[src/rtl/ser_cfg_port.sv]
module ser_cfg_port #(
  parameter int DW   = 8,
  parameter int AW   = 4,
  parameter int SYNC = 2
) (
  input  logic          clk,
  input  logic          rst_n,
  input  logic          sclk,
  input  logic          cs_n,
  input  logic          sdi,
  output logic          sdo,
  output logic          sdo_oe,
  output logic          pwr_down,
  output logic [DW-1:0] cfg_ctrl,
  output logic [DW-1:0] cfg_latch,
  output logic [DW-1:0] cfg_dir,
  output logic [DW-1:0] cfg_rxgain,
  output logic [DW-1:0] cfg_txgain,
  output logic [DW-1:0] cfg_bal1,
  output logic [DW-1:0] cfg_bal2,
  output logic [DW-1:0] cfg_bal3,
  output logic [DW-1:0] cfg_rxslot,
  output logic [DW-1:0] cfg_txslot
);
  localparam int NR    = 1 << AW;
  localparam int BW    = $clog2(DW);
  localparam int B_PWR = DW - 1;
  localparam int B_AD  = DW - 2;
  localparam int B_RD  = 2;
  localparam int B_LEN = 1;
  localparam logic [NR-1:0] VALID = NR'(16'h07F7);

  logic [SYNC:0]   sclk_p;
  logic [SYNC-1:0] cs_p, sdi_p;
  logic [BW-1:0]   bitcnt;
  logic [DW-1:0]   sh, hdr, obuf;
  logic            second, sdo_r;
  logic [DW-1:0]   regs [NR];

  wire cs_s  = cs_p[SYNC-1];
  wire sdi_s = sdi_p[SYNC-1];
  wire fall  = sclk_p[SYNC] & ~sclk_p[SYNC-1] & ~cs_s;
  wire rise  = ~sclk_p[SYNC] & sclk_p[SYNC-1] & ~cs_s;

  wire [DW-1:0] sh_nx     = {sh[DW-2:0], sdi_s};
  wire          byte_done = fall && (bitcnt == BW'(DW - 1));
  wire [AW-1:0] n_addr    = sh_nx[B_AD -: AW];
  wire [AW-1:0] h_addr    = hdr[B_AD -: AW];
  wire          rd_phase  = second & hdr[B_RD];
  wire          commit    = byte_done & second & ~hdr[B_RD] & VALID[h_addr];
  wire          fin       = byte_done & (second | ~sh_nx[B_LEN]);
  wire [DW-1:0] rd_val    = VALID[n_addr] ? regs[n_addr] : '0;

  assign sdo    = sdo_r;
  assign sdo_oe = ~cs_s & rd_phase;

  always_ff @(posedge clk or negedge rst_n) begin
    if (!rst_n) begin
      sclk_p   <= '0;
      cs_p     <= '1;
      sdi_p    <= '0;
      bitcnt   <= '0;
      sh       <= '0;
      hdr      <= '0;
      obuf     <= '0;
      second   <= 1'b0;
      sdo_r    <= 1'b0;
      pwr_down <= 1'b1;
      for (int i = 0; i < NR; i++) regs[i] <= '0;
    end else begin
      sclk_p <= {sclk_p[SYNC-1:0], sclk};
      cs_p   <= {cs_p[SYNC-2:0], cs_n};
      sdi_p  <= {sdi_p[SYNC-2:0], sdi};
      if (cs_s) begin
        if (bitcnt != '0) second <= 1'b0;
        bitcnt <= '0;
      end else if (fall) begin
        bitcnt <= BW'(bitcnt + 1'b1);
        sh     <= sh_nx;
        if (byte_done) begin
          if (second) second <= 1'b0;
          else if (sh_nx[B_LEN]) begin
            second <= 1'b1;
            hdr    <= sh_nx;
            obuf   <= rd_val;
          end
        end
      end
      if (rise && rd_phase) begin
        sdo_r <= obuf[DW-1];
        obuf  <= {obuf[DW-2:0], 1'b0};
      end
      if (fin) pwr_down <= second ? hdr[B_PWR] : sh_nx[B_PWR];
      if (commit) regs[h_addr] <= sh_nx;
    end
  end

  assign cfg_ctrl   = regs[0];
  assign cfg_latch  = regs[1];
  assign cfg_dir    = regs[2];
  assign cfg_rxgain = regs[4];
  assign cfg_txgain = regs[5];
  assign cfg_bal1   = regs[6];
  assign cfg_bal2   = regs[7];
  assign cfg_bal3   = regs[8];
  assign cfg_rxslot = regs[9];
  assign cfg_txslot = regs[10];

  wire [10*DW-1:0] bank = {cfg_ctrl, cfg_latch, cfg_dir, cfg_rxgain, cfg_txgain,
                           cfg_bal1, cfg_bal2, cfg_bal3, cfg_rxslot, cfg_txslot};

  p_bank_hold_r2: assert property (@(posedge clk) disable iff (!rst_n)
    !commit |=> $stable(bank));

  p_pwr_hold_r6: assert property (@(posedge clk) disable iff (!rst_n)
    !fin |=> $stable(pwr_down));

  p_abort_clear_r7: assert property (@(posedge clk) disable iff (!rst_n)
    (cs_s && bitcnt != '0) |=> (!second && bitcnt == '0));

  p_bit_count_r2: assert property (@(posedge clk) disable iff (!rst_n)
    fall |=> bitcnt == BW'($past(bitcnt) + 1'b1));

  p_oe_quiet_r10: assert property (@(posedge clk) disable iff (!rst_n)
    (cs_n && $past(cs_n) && $past(cs_n, 2)) |-> !sdo_oe);
endmodule

[config.mk]
export PLATFORM = sky130hd
export DESIGN_NAME = ser_cfg_port
export DESIGN_NICKNAME = d
export VERILOG_FILES = /design/src/rtl/ser_cfg_port.sv
export SDC_FILE = /design/constraint.sdc
export NUM_CORES = 1
export LEC_CHECK = 0
export ABC_AREA = 1
export BUFFER_PORTS_ARGS = -buffer_cell sky130_fd_sc_hd__buf_2
export CELL_PAD_IN_SITES_DETAIL_PLACEMENT = 1
export CELL_PAD_IN_SITES_GLOBAL_PLACEMENT = 1
export CORE_MARGIN = 1.5
export CORE_UTILIZATION = 42
export CTS_CLUSTER_SIZE = 28
export DETAILED_ROUTE_END_ITERATION = 8
export GPL_TIMING_DRIVEN = 0
export PLACE_DENSITY_LB_ADDON = 0.1
export SLEW_MARGIN = 40
export SYNTH_ARGS = -nofsm -noshare
export SYNTH_HDL_FRONTEND = slang
export SYNTH_SLANG_ARGS = --single-unit
[constraint.sdc]
create_clock -name clk -period 1.8 [get_ports clk]
set_input_delay 0.09 -clock clk [delete_from_list [all_inputs] [get_ports clk]]
set_output_delay 0.09 -clock clk [all_outputs]
set_load 0.05 [all_outputs]
==> After elaboration in Yosys (flattened, before gate mapping) <==
Memories as Yosys holds them, arrays and structs flattened.
Cells that the tools add are included.
W data, S select, Z words.
{ "totals": {"register_bits": 164, "romBits": 32, "inputBits": 5, "output_inout_bits": 83, "elab_cells": 94, "n_memories": 2} }
{ "memory_table": {"columns": ["name", "depth", "word_bits", "rd", "rd_clocked_by_memory_dff", "write_ports", "line", "text"], "rows": [
  ["(name not given)", 16, 1, 1, 0, 0, "52", "wire [DW-1:0] rd_val = VALID[n_addr] ? regs[n_addr] : '0;"],
  ["(name not given)", 16, 1, 1, 0, 0, "50", "wire commit = byte_done & second & ~hdr[B_RD] & VALID[h_addr];"]
]} }
{ "classes": {"addsub": 1, "order_cmp": 5, "n_eq_ne": 4, "mux": 24, "bitwise": 19, "reduce_logical": 13} }
{ "op_table": {"columns": ["operator", "count"], "rows": [
  ["$bwmux W128", 1],
  ["$mux W8", 10],
  ["$bmux W8 S4", 1],
  ["$demux W8 S4", 1],
  ["$and A1 B1 Y1", 10],
  ["$ge A5 B5 Y1 const B", 2],
  ["$lt A4 B5 Y1 const B", 2],
  ["$not A4 Y5", 2],
  ["$reduce_and A5 Y1", 2],
  ["$reduce_bool A2 Y1", 5],
  ["$mux W1", 9],
  ["$mux W3", 2],
  ["$ne A2 B1 Y1 const B", 3],
  ["$not A1 Y1", 6],
  ["$lt A5 B1 Y1 const B", 1],
  ["$add A3 B1 Y3 const B", 1],
  ["$eq A3 B3 Y1 const B", 1],
  ["$logic_and A1 B1 Y1", 3],
  ["$reduce_and A3 Y1", 1],
  ["$reduce_bool A3 Y1", 1],
  ["$reduce_and A2 Y1", 1],
  ["$or A1 B1 Y1", 1]
]} }

==> Longest topological paths before layout <==
{ "logic_depth": {"word_depth": 11, "mapped_depth": 10, "mapped_depth_nobuf": 9} }

==> Worst setup path after synthesis <==
OpenSTA, ideal clock, no wires.
{ "synth_timing": {"kind": "reg-to-reg", "start": "register second", "end": "register obuf[3]", "setup_ps": 118, "arrival_time_ps": 1831, "required_time_ps": 1682, "setup_slack_ps": -149, "path_stages_with_launch": 10, "cell_sequence": "dfrtp_1 -> nand2_1 -> nor2_1 -> nand2_4 -> clkinv_1 -> nor2_4 -> nand2_1 -> nand2_1 -> inv_1 -> nand2_1"} }
{ "synth_via": {"elab_chain_len": 4, "elab_cells_between_ends": 9, "cone_classes": "eq/ne (2); mux (1); bitwise (1); reduce/logical (5)"} }
{ "synth_rtl": {"columns": ["item", "line", "text"], "rows": [
  ["start, declared", "37", "logic second, sdo_r;"],
  ["start signal, assigned", "66", "second <= 1'b0;"],
  ["start signal, assigned", "75", "if (bitcnt != '0) second <= 1'b0;"],
  ["start signal, assigned", "81", "if (second) second <= 1'b0;"],
  ["$and A1 B1 Y1", "49", "wire rd_phase = second & hdr[B_RD];"],
  ["$logic_and A1 B1 Y1", "89", "if (rise && rd_phase) begin"],
  ["$ne A2 B1 Y1 (no source line) or $reduce_bool A2 Y1 (tied branches)", null, null],
  ["$reduce_and A5 Y1 (no source line)", null, null],
  ["end signal, assigned", "85", "obuf <= rd_val;"],
  ["end signal, assigned", "91", "obuf <= {obuf[DW-2:0], 1'b0};"],
  ["end, declared", "36", "logic [DW-1:0] sh, hdr, obuf;"]
]} }
Parallel ways exist; a longest one is shown, timed or not.
A chain may end at the register's enable or synchronous reset.

==> Worst setup path after layout <==
{ "layout_timing": {"start": "register sh[2]", "end": "register obuf[7]"} }
{ "layout_via": {"elab_chain_len": 11, "elab_cells_between_ends": 13, "cone_classes": "mux (11); bitwise (1); memory (1)"} }
{ "layout_rtl": {"columns": ["item", "line", "text"], "rows": [
  ["start, declared", "36", null],
  ["start signal, assigned", "79", "sh <= sh_nx;"],
  ["$not A4 Y5 (implied by the code)", "52", null],
  ["$bmux W8 S4", "52", null],
  ["$mux W8 (implied by the code) (2 in a row)", "52", null],
  ["$mux W8 *", "52", null],
  ["$mux W8 *", "82", "else if (sh_nx[B_LEN]) begin"],
  ["$mux W8 *", "81", null],
  ["$mux W8 *", "80", "if (byte_done) begin"],
  ["$mux W8 *", "77", "end else if (fall) begin"],
  ["$mux W8 *", "74", "if (cs_s) begin"],
  ["$mux W8 *", "89", null]
]} }
Every way passes the cells marked *; elsewhere a longest branch is shown, timed or not. The select of a mux whose other input is x is not followed.

==> reports/qor.yml <==
critical_path:
  path_common_cell: "nand2_1"
  start_kind: "flop"
  crit_path_max_incr_delay_ns: 0.42
  critPathMaxFanout: 10
  path_cells: "buf_2, buf_2, nand2_1, nand2_1, a21oi_1, nand2_1, nand4_1, nand2_1"
  worstPathRequired_ns: 2.16
  slowest_stage: "dfrtp_1"
  path_class: "reg -> reg"
  worstPathArrival_ns: 2.10
  cp-end-kind: "flop"
  cp_num_buf_inv: 2
  crit_family: "buffers and inverters"
route:
  drc: 0
  routed_via_density: 5.03
  drt_iter0_markers: 382
  met1Wirelength_mm: 9.87
  met3WireLength_mm: 1.01
  top_layer_used: "met4"
  vias: 6028
  firstDrtPassIters: 4
  post_drt_wl_per_cell_microns: 18.1
  wl_met2_mm: 10.4
  wl_mm: 21.7
  ant_nets: 0
global_routing:
  grt_pass1_wl_mm: 34.1
  grt-ovfl-total: 0
  antenna_found_initial: 0
  grt_max_degree: 73
  grt_pass1_vias: 6026
  grt_use_total_pct: 27.6
finish:
  top_register: "regs"
  largest_register_ffs: 16
  final_layout_size_suffix_gt1_share_pct: 28.9
  areaGrowthSynthToFinish_pct: 22.0
  layout_common_cells: "nand2_1, dfrtp_1, buf_2"
  num-nets-final: 977
  layout_commonest_cell: "nand2_1"
  fin_area_sq_mm: 0.00828
  n_antenna_cell: 0
  fin_util_pct: 52.3
yosys:
  synth_compound_gate_area_share_pct: 6.49
  syn_area_sq_mm: 0.00679
  synthMuxAreaShare_pct: 0
  syn_nets: 867
  ys_types: 27
  synth_area_leaders: "dfrtp_1, nand2_1, buf_4"
  ys_ff_latch: 130
  yosysTopAreaCell: "dfrtp_1"
  synth_fa_ha_area_share_pct: 0.553
  ys_seq_area_share_pct: 48.0
  synthCells: 859
  syn_area_per_cell_sq_um: 7.90
  synth_top_family_by_area: "simple AND/OR/NAND/NOR gates"
  yosysWarnings: 0
  yosysTopAreaCellShare_pct: 46.8
  synth_simple_gate_area_share_pct: 29.7
  synth_xor_area_share_pct: 0
clock_tree:
  numClockSinks: 130
  h-tree-depth: 4
  tritoncts: "built"
  clk_pin_slew_worst_paths_ns: 0.06
  worstSkewPairLatency_ns: 0.44
  cts_buffers: 17
  clockRootBuffer: "clkbuf_16"
  cts_buffer_depth: 2
job:
  cap_violations: 0
sta:
  finalWorstSetupSlack_ns: 0.0605
  fmax_mhz: 575
  clock_skew_ns: 0.0128
  slew-limit-headroom_pct: 47.9
  hold_viol_final: 0
  worstMarginPinSlew_ns: 0.781
  finalSetupViolations: 0
  hold_ws_ns: 0.0243
  rsz0062_at_grt: "true"
  period_share_pct: 96.6
  min_period_ns: 1.74
  drv_slew: 0
die:
  num_rows: 46
  start_util_pct: 42.9
  coreArea_sq_mm: 0.0158
  die-area_sq_mm: 0.0169
  dieHeight_microns: 130
  die_w_microns: 130
  io_pins: 88
pwr:
  p_leak_nw: 4.52
  power.density_mw_per_mm2: 950
  vdd.ir_drop.worst_uv: 760
placed_design:
  io_buffer_count: 87
  dp_hpwl_mm: 15.6
  pre_cts_ws_ns: -0.163
  globalplace.congestion: 0.867
  dpl-instance-area_sq_mm: 0.00756
run_status:
  status: "completed"
min_path:
  min_path_type: "in -> async"
-- timing repair --
item | in CTS | in global routing
resized for setup | 15 | 21
pin swaps | 1 | 2
endpoints found under the setup margin | 88 | 58
hold buffers | 4 | 0
endpoints found under the hold margin | 75 | 0
buffers inserted | 1 | 0
gates cloned | 0 | 0
-- through the flow --
| stage | setup TNS (ns) | power [mW] | std cells |
|---|---|---|---|
| after floorplan | 0 | 3.77 | 859 |
| after global placement | -157.86 | 4.30 | 1162 |
| after detailed placement | -6.38 | 4.33 | 1164 |
| after CTS | 0 | 7.86 | 1201 |
| after global routing | -0.0324 | 8.13 | 1198 |
| final | 0 | 7.86 | 1198 |
-- per-layer routing --
layer,vias up,track usage (%)
met2,157,43.1
li1,2835,-
met3,41,5.37
met5,-,0
met4,0,9.22
met1,2995,38.5
-- area by class of cell --
cell class	count	area [sq um]
buffer	126	835
clock buffer	24	492
clock inverter	8	101
fill	1980	7550
inverter	46	189
multi-input combinational	554	2580
sequential	130	3260
tap	216	270
timing repair buffer	94	548
-- final timing paths --
check,from,endpoint,slack (ns),depth (start not counted)
worst min register to register,sclk_p[0]$_DFF_PN0_,sclk_p[1]$_DFF_PN0_,0.35,0
worst max-delay path,sh[2]$_DFFE_PN0P_,obuf[7]$_DFFE_PN0P_,0.06,8
worst min-delay path,rst_n,regs[98]$_DFFE_PN0P_,0.02,2
max in group asynchronous,rst_n,cs_p[0]$_DFF_PN1_,0.88,4
worst max register to register,sh[2]$_DFFE_PN0P_,obuf[7]$_DFFE_PN0P_,0.06,8
min in group clk,sdi,sdi_p[0]$_DFF_PN0_,0.30,2
-- cells in the mapped netlist --
master / instances
a31oi_1: 1
buf_4: 84
ha_1: 3
nor2_2: 2
nand4_1: 4
buf_2: 6
o21ai_0: 17
a21oi_1: 10
clkinv_1: 1
o31ai_1: 1
inv_2: 6
buf_6: 6
nand4_2: 1
clkbuf_1: 25
dfrtp_1: 127
o21ai_1: 18
dfstp_2: 3
nand2_4: 7
inv_8: 1
nor2_1: 33
o21ai_2: 22
nand3_1: 91
nor2_4: 3
o21a_2: 1
nand2_1: 340
inv_1: 38
buf_1: 8
-- power breakdown --
| group | switching, mW | internal (mW) | total, mW | leakage [nW] |
|---|---|---|---|---|
| combinational | 0.991 | 0.296 | 1.29 | 2.45 |
| sequential | 0.0739 | 2.97 | 3.05 | 1.79 |
| clock | 1.35 | 2.18 | 3.53 | 0.282 |
-- kinds of logic (layout without fill, tap and decap cells) --
logic type | after synthesis | in the layout
AOI/OAI and AO/OA | 70 | 70
adders and majority gates | 3 | 3
buffers and inverters | 175 | 298
DFF | 130 | 130
and+or+nand+nor | 481 | 481
(Power assumes the default switching activity.)
